===== src/rtl/sysctl_pkg.sv =====
package sysctl_pkg;

  localparam int ADDR_BITS = 12;
  localparam int WORD_BITS = ADDR_BITS - 2;

  typedef enum logic [1:0] {
    ACC_NONE = 2'd0,
    ACC_RW   = 2'd1,
    ACC_RO   = 2'd2,
    ACC_WO   = 2'd3
  } acc_e;

  localparam logic [15:0] KEY_LOCK   = 16'h767B;
  localparam logic [15:0] KEY_UNLOCK = 16'hDF0D;

  // word indices (byte offset / 4)
  localparam logic [WORD_BITS-1:0] W_CTRL   = 10'h000;
  localparam logic [WORD_BITS-1:0] W_LOCK   = 10'h001;
  localparam logic [WORD_BITS-1:0] W_UNLOCK = 10'h002;
  localparam logic [WORD_BITS-1:0] W_LSTAT  = 10'h003;
  localparam logic [WORD_BITS-1:0] W_PLLC   = 10'h040;
  localparam logic [WORD_BITS-1:0] W_PSTAT  = 10'h043;
  localparam logic [WORD_BITS-1:0] W_PLLF   = 10'h044;
  localparam logic [WORD_BITS-1:0] W_RSTC   = 10'h080;
  localparam logic [WORD_BITS-1:0] W_RSNR   = 10'h095;
  localparam logic [WORD_BITS-1:0] W_BOOT   = 10'h097;
  localparam logic [WORD_BITS-1:0] W_IDENT  = 10'h14C;
  localparam logic [WORD_BITS-1:0] W_CAL    = 10'h183;
  localparam logic [WORD_BITS-1:0] W_PIN0   = 10'h1C0;

  // stored slots: fixed words first, then pin words
  localparam int FIXED_SLOTS = 12;
  localparam int SLOT_CTRL   = 0;
  localparam int SLOT_RSTC   = 8;

  function automatic logic [WORD_BITS-1:0] slot_word(input int s);
    case (s)
      0:  return W_CTRL;
      1:  return W_PLLC;
      2:  return W_PLLC + 10'd1;
      3:  return W_PLLC + 10'd2;
      4:  return W_PSTAT;
      5:  return W_PLLF;
      6:  return W_PLLF + 10'd1;
      7:  return W_PLLF + 10'd2;
      8:  return W_RSTC;
      9:  return W_RSNR;
      10: return W_BOOT;
      11: return W_IDENT;
      default: return WORD_BITS'(int'(W_PIN0) + s - FIXED_SLOTS);
    endcase
  endfunction

  function automatic acc_e slot_class(input int s);
    case (s)
      4, 10, 11: return ACC_RO;
      default:   return ACC_RW;
    endcase
  endfunction

  function automatic logic [31:0] slot_default(input int s, input logic [31:0] ident);
    int pin;
    pin = s - FIXED_SLOTS;
    case (s)
      0:       return 32'h0;
      1, 2, 3: return 32'h0001_A008;
      4:       return 32'h0000_003F;
      5, 6, 7: return 32'h0001_4000;
      8:       return 32'h0;
      9:       return 32'h0000_0040;
      10:      return 32'h0000_0001;
      11:      return ident;
      default: return (pin >= 2 && pin <= 8) ? 32'h0000_0601 : 32'h0000_1601;
    endcase
  endfunction

  function automatic logic [31:0] slot_mask(input int s);
    return (s == SLOT_CTRL) ? 32'h0000_0001 : 32'hFFFF_FFFF;
  endfunction

endpackage


===== src/rtl/sysctl_decode.sv =====
module sysctl_decode
  import sysctl_pkg::*;
#(
  parameter int NUM_SLOTS = FIXED_SLOTS + 54,
  localparam int SW = $clog2(NUM_SLOTS)
) (
  input  logic [WORD_BITS-1:0] word,
  output logic                 slot_hit,
  output logic [SW-1:0]        slot,
  output acc_e                 cls,
  output logic                 is_lock,
  output logic                 is_unlock,
  output logic                 is_lstat,
  output logic                 is_cal
);

  always_comb begin
    slot_hit = 1'b0;
    slot     = '0;
    cls      = ACC_NONE;
    for (int s = 0; s < NUM_SLOTS; s++) begin
      if (word == slot_word(s)) begin
        slot_hit = 1'b1;
        slot     = SW'(s);
        cls      = slot_class(s);
      end
    end
    is_lock   = (word == W_LOCK);
    is_unlock = (word == W_UNLOCK);
    is_lstat  = (word == W_LSTAT);
    is_cal    = (word == W_CAL);
    if (is_lock || is_unlock || is_cal) cls = ACC_WO;
    if (is_lstat) cls = ACC_RO;
  end

endmodule


===== src/rtl/sysctl_lock.sv =====
module sysctl_lock
  import sysctl_pkg::*;
(
  input  logic        clk,
  input  logic        rst_n,
  input  logic        wr_lock,
  input  logic        wr_unlock,
  input  logic [15:0] key,
  output logic        locked_q
);

  logic set_hit, clr_hit;
  assign set_hit = wr_lock   && (key == KEY_LOCK);
  assign clr_hit = wr_unlock && (key == KEY_UNLOCK);

  always_ff @(posedge clk or negedge rst_n) begin
    if (!rst_n)       locked_q <= 1'b1;
    else if (set_hit) locked_q <= 1'b1;
    else if (clr_hit) locked_q <= 1'b0;
  end

  AST_LOCK_KEY_SETS: assert property (@(posedge clk) disable iff (!rst_n)
    (wr_lock && key == 16'h767B) |=> locked_q);
  AST_UNLOCK_KEY_CLEARS: assert property (@(posedge clk) disable iff (!rst_n)
    (wr_unlock && key == 16'hDF0D) |=> !locked_q);
  AST_LOCK_HOLDS: assert property (@(posedge clk) disable iff (!rst_n)
    !(wr_lock || wr_unlock) |=> $stable(locked_q));

endmodule


===== src/rtl/sysctl_regfile.sv =====
module sysctl_regfile
  import sysctl_pkg::*;
#(
  parameter int          NUM_SLOTS = FIXED_SLOTS + 54,
  parameter logic [31:0] ID_WORD   = 32'h0372_7093,
  localparam int SW = $clog2(NUM_SLOTS)
) (
  input  logic          clk,
  input  logic          rst_n,
  input  logic          we,
  input  logic [SW-1:0] wslot,
  input  logic [31:0]   wdata,
  input  logic [SW-1:0] rslot,
  output logic [31:0]   rdata
);

  logic [31:0] store [NUM_SLOTS];

  for (genvar g = 0; g < NUM_SLOTS; g++) begin : g_slot
    localparam logic [31:0] RST_VAL = slot_default(g, ID_WORD);
    localparam logic [31:0] MASK    = slot_mask(g);
    if (slot_class(g) == ACC_RW) begin : g_rw
      always_ff @(posedge clk or negedge rst_n) begin
        if (!rst_n)                        store[g] <= RST_VAL;
        else if (we && wslot == SW'(g))    store[g] <= wdata & MASK;
      end
    end else begin : g_ro
      assign store[g] = RST_VAL;
    end
  end

  always_comb begin
    rdata = '0;
    for (int s = 0; s < NUM_SLOTS; s++)
      if (rslot == SW'(s)) rdata = store[s];
  end

endmodule


===== src/rtl/sysctl_keyreg.sv =====
module sysctl_keyreg
  import sysctl_pkg::*;
#(
  parameter int          NUM_PIN = 54,
  parameter logic [31:0] ID_WORD = 32'h0372_7093
) (
  input  logic                 clk,
  input  logic                 rst_n,
  input  logic                 req_valid,
  output logic                 req_ready,
  input  logic                 req_write,
  input  logic [ADDR_BITS-1:0] req_addr,
  input  logic [31:0]          req_wdata,
  output logic                 rsp_valid,
  output logic [31:0]          rsp_data,
  output logic                 locked,
  output logic                 err_invalid,
  output logic                 err_locked,
  output logic                 soft_rst_req
);

  localparam int NUM_SLOTS = FIXED_SLOTS + NUM_PIN;
  localparam int SW        = $clog2(NUM_SLOTS);

  logic          fire, wr, rd;
  logic          slot_hit, is_lock, is_unlock, is_lstat, is_cal;
  logic [SW-1:0] slot;
  acc_e          cls;
  logic          locked_q;
  logic [31:0]   rdata;
  logic          is_ctrl, needs_unlock, lock_err, bad_wr, bad_rd, store_en, srst;

  assign req_ready = 1'b1;
  assign fire      = req_valid && req_ready;
  assign wr        = fire && req_write;
  assign rd        = fire && !req_write;

  sysctl_decode #(.NUM_SLOTS(NUM_SLOTS)) u_dec (
    .word      (req_addr[ADDR_BITS-1:2]),
    .slot_hit  (slot_hit),
    .slot      (slot),
    .cls       (cls),
    .is_lock   (is_lock),
    .is_unlock (is_unlock),
    .is_lstat  (is_lstat),
    .is_cal    (is_cal)
  );

  sysctl_lock u_lock (
    .clk       (clk),
    .rst_n     (rst_n),
    .wr_lock   (wr && is_lock),
    .wr_unlock (wr && is_unlock),
    .key       (req_wdata[15:0]),
    .locked_q  (locked_q)
  );

  assign is_ctrl      = slot_hit && (slot == SW'(SLOT_CTRL));
  assign needs_unlock = wr && ((cls == ACC_RW && !is_ctrl) || is_cal);
  assign lock_err     = needs_unlock && locked_q;
  assign bad_wr       = wr && (cls == ACC_NONE || cls == ACC_RO);
  assign bad_rd       = rd && (cls == ACC_NONE || cls == ACC_WO);
  assign store_en     = wr && slot_hit && cls == ACC_RW && (is_ctrl || !locked_q);
  assign srst         = needs_unlock && !locked_q && slot_hit &&
                        (slot == SW'(SLOT_RSTC)) && req_wdata[0];

  sysctl_regfile #(.NUM_SLOTS(NUM_SLOTS), .ID_WORD(ID_WORD)) u_regs (
    .clk   (clk),
    .rst_n (rst_n),
    .we    (store_en),
    .wslot (slot),
    .wdata (req_wdata),
    .rslot (slot),
    .rdata (rdata)
  );

  always_ff @(posedge clk or negedge rst_n) begin
    if (!rst_n) begin
      rsp_valid    <= 1'b0;
      rsp_data     <= '0;
      err_invalid  <= 1'b0;
      err_locked   <= 1'b0;
      soft_rst_req <= 1'b0;
    end else begin
      rsp_valid    <= rd;
      if (rd) begin
        if (bad_rd)        rsp_data <= '0;
        else if (is_lstat) rsp_data <= {31'b0, locked_q};
        else               rsp_data <= rdata;
      end
      err_invalid  <= bad_wr || bad_rd;
      err_locked   <= lock_err;
      soft_rst_req <= srst;
    end
  end

  assign locked = locked_q;

  AST_RSP_AFTER_READ: assert property (@(posedge clk) disable iff (!rst_n)
    (req_valid && !req_write) |=> rsp_valid);
  AST_NO_STRAY_RSP: assert property (@(posedge clk) disable iff (!rst_n)
    !(req_valid && !req_write) |=> !rsp_valid);
  AST_LOCK_ERR_CAUSE: assert property (@(posedge clk) disable iff (!rst_n)
    err_locked |-> $past(locked));
  AST_SRST_CAUSE: assert property (@(posedge clk) disable iff (!rst_n)
    soft_rst_req |-> $past(req_valid && req_write && !locked && req_wdata[0]));
  AST_BAD_READ_ZERO: assert property (@(posedge clk) disable iff (!rst_n)
    (rsp_valid && err_invalid) |-> (rsp_data == 32'h0));
  AST_ERR_EXCLUSIVE: assert property (@(posedge clk) disable iff (!rst_n)
    !(err_invalid && err_locked));

endmodule


===== config.mk =====
export PLATFORM = sky130hd
export DESIGN_NAME = sysctl_keyreg
export DESIGN_NICKNAME = d
export VERILOG_FILES = /design/src/rtl/sysctl_pkg.sv /design/src/rtl/sysctl_decode.sv /design/src/rtl/sysctl_lock.sv /design/src/rtl/sysctl_regfile.sv /design/src/rtl/sysctl_keyreg.sv
export SDC_FILE = /design/constraint.sdc
export NUM_CORES = 2
export LEC_CHECK = 0
export ABC_CLOCK_PERIOD_IN_PS = 3800
export BUFFER_PORTS_ARGS = -buffer_cell sky130_fd_sc_hd__buf_2
export CAP_MARGIN = 30
export CORE_MARGIN = 5
export CORE_UTILIZATION = 47
export DETAILED_ROUTE_END_ITERATION = 8
export GPL_ROUTABILITY_DRIVEN = 0
export PLACE_DENSITY_LB_ADDON = 0.1
export SLEW_MARGIN = 20
export SYNTH_ARGS = -nofsm -noshare
export SYNTH_HDL_FRONTEND = slang
export SYNTH_HIERARCHICAL = 1
export SYNTH_SLANG_ARGS = --single-unit

===== constraint.sdc =====
create_clock -name clk -period 3.8 [get_ports clk]
set_input_delay 0 -clock clk [delete_from_list [all_inputs] [get_ports clk]]
set_output_delay 0 -clock clk [all_outputs]
set_load 0.02 [all_outputs]

==> flow_metrics.env <==
export IMPL_drt_pre_antenna_iters=6
export IMPL_power_density_mw_per_mm2=395
export IMPL_synthArstFlopShare_pct=100
export IMPL_track_usage_pct=35.9
export IMPL_place_ws_ns=-1.46
export IMPL_synth_top_area_share_pct=48.1
export IMPL_failed_checks="negative setup slack"
export IMPL_synthesis_area_mm2=0.0933
export IMPL_antenna_found_initial=27
export IMPL_setup_slack_ns=-0.0720
export IMPL_tightest_slew_ns=1.11
export IMPL_p_leak_uw=0.0554
export IMPL_cts_made_buffers=216
export IMPL_slew_violations=0
export IMPL_synth_edf_count=0
export IMPL_initial_core_util_pct=47.2
export IMPL_clk_latency_ns=0.88
export IMPL_end_kind="register"
export IMPL_coreArea_mm2=0.197
export IMPL_synthFlopType="dfrtp_1"
export IMPL_slowest_stage="or4b_4"
export IMPL_hold_class="input port to async pin"
export IMPL_crit_type="input port to register"
export IMPL_drt_wl_total_mm=383
export IMPL_cts_sinks=2022
export IMPL_synthAdderAreaFrac_pct=0.0402
export IMPL_root_buffer="clkbuf_16"
export IMPL_overflow=0
export IMPL_period_share_pct=102
export IMPL_ys_warn_count=6
export IMPL_area_growth_pct=23.0
export IMPL_yosysTopAreaCell="dfrtp_1"
export IMPL_drtIter0Drc=7619
export IMPL_die_x_um=455
export IMPL_route_detailed_drc=0
export IMPL_die_area_mm2=0.207
export IMPL_clk_path_buf_depth=3
export IMPL_status="finished, violations left"
export IMPL_h_tree_depth=4
export IMPL_ys_top_cells_by_count="mux2_2 (1,969), dfrtp_1 (1,793), clkbuf_1 (406)"
export IMPL_rsz0062_at_grt="yes"
export IMPL_fin_skew_ns=0.0460
export IMPL_crit_required_ns=4.61
export IMPL_crit_fanout=5
export IMPL_vias=72000
export IMPL_cts_tree="built"
export IMPL_drive_above_1_share_pct=48.8
export IMPL_slew_headroom_pct=25.7
export IMPL_fin_tns_setup_ns=-0.0720
export IMPL_cp_start_kind="input port"
export IMPL_rows=163
export IMPL_crit_chain="buf_2 > or4b_4 > a2111oi_4 > o21bai_2 > o211ai_4 > buf_12 > or4bb_1 > buf_6 > nor2_4 > buf_4 > a22oi_1 > o21ai_2 > a31oi_1 > buf_4 > nor4_4 > buf_6 > nand4_1 > a32oi_1 > a22o_1"
export IMPL_vias_per_cell=6.45
export IMPL_setup_viol=1
export IMPL_synth_area_top_cells="dfrtp_1 (48%), mux2_2 (24%), dfstp_2 (6.5%)"
export IMPL_reg2regPathDepth=11
export IMPL_synth_compound_area_share_pct=11.7
export IMPL_grt_first_pass_wirelength_mm=543
export IMPL_synth_simple_gate_area_share_pct=5.39
export IMPL_antenna_left=0
export IMPL_io_buffer_count=82
export IMPL_grt_pass1_vias=72900
export IMPL_cp_arrival_ns=4.68
export IMPL_synth_cell_type_count=120
export IMPL_utilization_pct=58.1
export IMPL_synth_mux_area_share_pct=24.9
export IMPL_grt_max_degree=108
export IMPL_syn_nets=7403
export IMPL_r2r_slack_ns=0.52
export IMPL_hpwl_mm=266
export IMPL_total_power_uw=45400
export IMPL_routedWlPerCell_um=34.3
export IMPL_synth_most_common_cell="mux2_2"
export IMPL_synth_top_family_by_area="multiplexers"
export IMPL_cap_viol_max_count=0
export IMPL_ios=86
export IMPL_ys_ff_latch=2022
export IMPL_max_stage_delay_ns=0.58
export IMPL_hold_violations=0
export IMPL_syn_avg_cell_area_um2=12.7
export IMPL_ir_drop_v=0.000423
export IMPL_path_clk_slew_ns=0.06
export IMPL_die_h_um=455
export IMPL_fin_crit_ns=3.87
export IMPL_synth_xor_area_share_pct=0.0376
export IMPL_nets=8373
export IMPL_ys_seq_area_share_pct=54.6
export IMPL_fmax_mhz=258
export IMPL_timing_rr_end="rsp_data[20]$_DFFE_PN0P_"
export IMPL_reg2reg_from="u_regs/store[2068]$_DFFE_PN0P_"
export IMPL_syn_inst=7352
-- placed cells by master, fill, tap and decap left out, types with 68 or more instances in the layout --
cell	synthesis	layout
a21oi_1	270	266
a22o_1	68	68
a22oi_1	221	220
buf_12	0	182
buf_2	142	81
buf_4	33	1117
clkbuf_16	0	222
dfrtp_1	1793	1793
dfstp_2	229	229
mux2_2	1969	1969
nand2_1	270	254
nor2_1	273	229
o21ai_0	231	222
o22ai_1	264	263
-- per-stage QoR --
step / hold slack [ns] / instance area, µm² / instances
5_1_grt: 0.0464 / 115000 / 11200
3_3_place_gp: 0.120 / 106000 / 10700
4_1_cts: 0.000950 / 114000 / 11100
2_1_floorplan: -0.296 / 93300 / 7352
6_report: 0.0375 / 115000 / 11200
3_5_place_dp: 0.124 / 106000 / 10700
-- flip-flops by register name (all words and copies together), names as in the netlist --
signal           count
err_invalid          1
soft_rst_req         1
u_regs/store      1985
rsp_data            32
rsp_valid            1
u_lock/locked_q      1
err_locked           1
-- routing by layer --
layer | global-route usage [%] | routed length, µm | vias to the layer above
li1 | - | - | 29400
met1 | 45.9 | 150000 | 38000
met2 | 55.0 | 172000 | 3569
met3 | 8.48 | 32000 | 1068
met4 | 22.7 | 29700 | 8
met5 | 0 | 69 | -
-- power breakdown --
part | leakage [µW] | internal, µW | switching (µW)
clock | 0.00362 | 12600 | 9130
combinational | 0.0244 | 507 | 1610
sequential | 0.0274 | 21600 | 5.42
total | 0.0554 | 34600 | 10700
-- area by class of cell --
class / instances / area, µm²
Antenna cell: 15 / 37.5
Tap cell: 2640 / 3300
Sequential cell: 2022 / 50900
Fill cell: 16400 / 82700
Multi-Input combinational cell: 4624 / 40000
Clock buffer: 337 / 6540
Timing Repair Buffer: 1441 / 13200
Inverter: 17 / 63.8
Clock inverter: 69 / 781
-- critical path: cells and delay by family --
| family | cells | cell delay, ns |
|---|---|---|
| simple gates | 5 | 1.99 |
| compound gates | 8 | 1.63 |
| buf+inv | 6 | 1.02 |
-- how the worst max path moves through the flow --
stage / end / cells after the start / slack (ns) / startpoint
after floorplan: u_regs/store[1474]$_DFFE_PN0P_ / 14 / 0.008 / req_addr[8]
after global placement: rsp_data[12]$_DFFE_PN0P_ / 22 / -2.06 / req_addr[3]
after detailed placement: rsp_data[12]$_DFFE_PN0P_ / 18 / -1.46 / req_addr[10]
after CTS: rsp_data[12]$_DFFE_PN0P_ / 19 / -0.24 / req_addr[10]
after global routing: rsp_data[12]$_DFFE_PN0P_ / 20 / -0.02 / req_addr[11]
final: rsp_data[12]$_DFFE_PN0P_ / 19 / -0.07 / req_addr[10]
-- repair_timing --
action,4_1_cts,5_1_grt
buffers inserted,4,15
endpoints found under the hold margin,1747,0
pin swaps,4,10
cloned,0,2
hold buffers,46,0
resized for setup,19,54
endpoints found under the setup margin,15,749
-- cell families (layout without fill, tap and decap cells) --
kind of cell | after synthesis | after routing
multiplexers | 2061 | 2061
AND/OR/NAND/NOR | 961 | 961
adder cells (fa/ha/maj) | 3 | 3
other | 1 | 16
buffers and inverters | 706 | 1864
AO/OA/AOI/OAI | 1594 | 1594
XOR/XNOR | 4 | 4
flip-flops | 2022 | 2022
No activity file was read; power rests on OpenSTA's default activity.
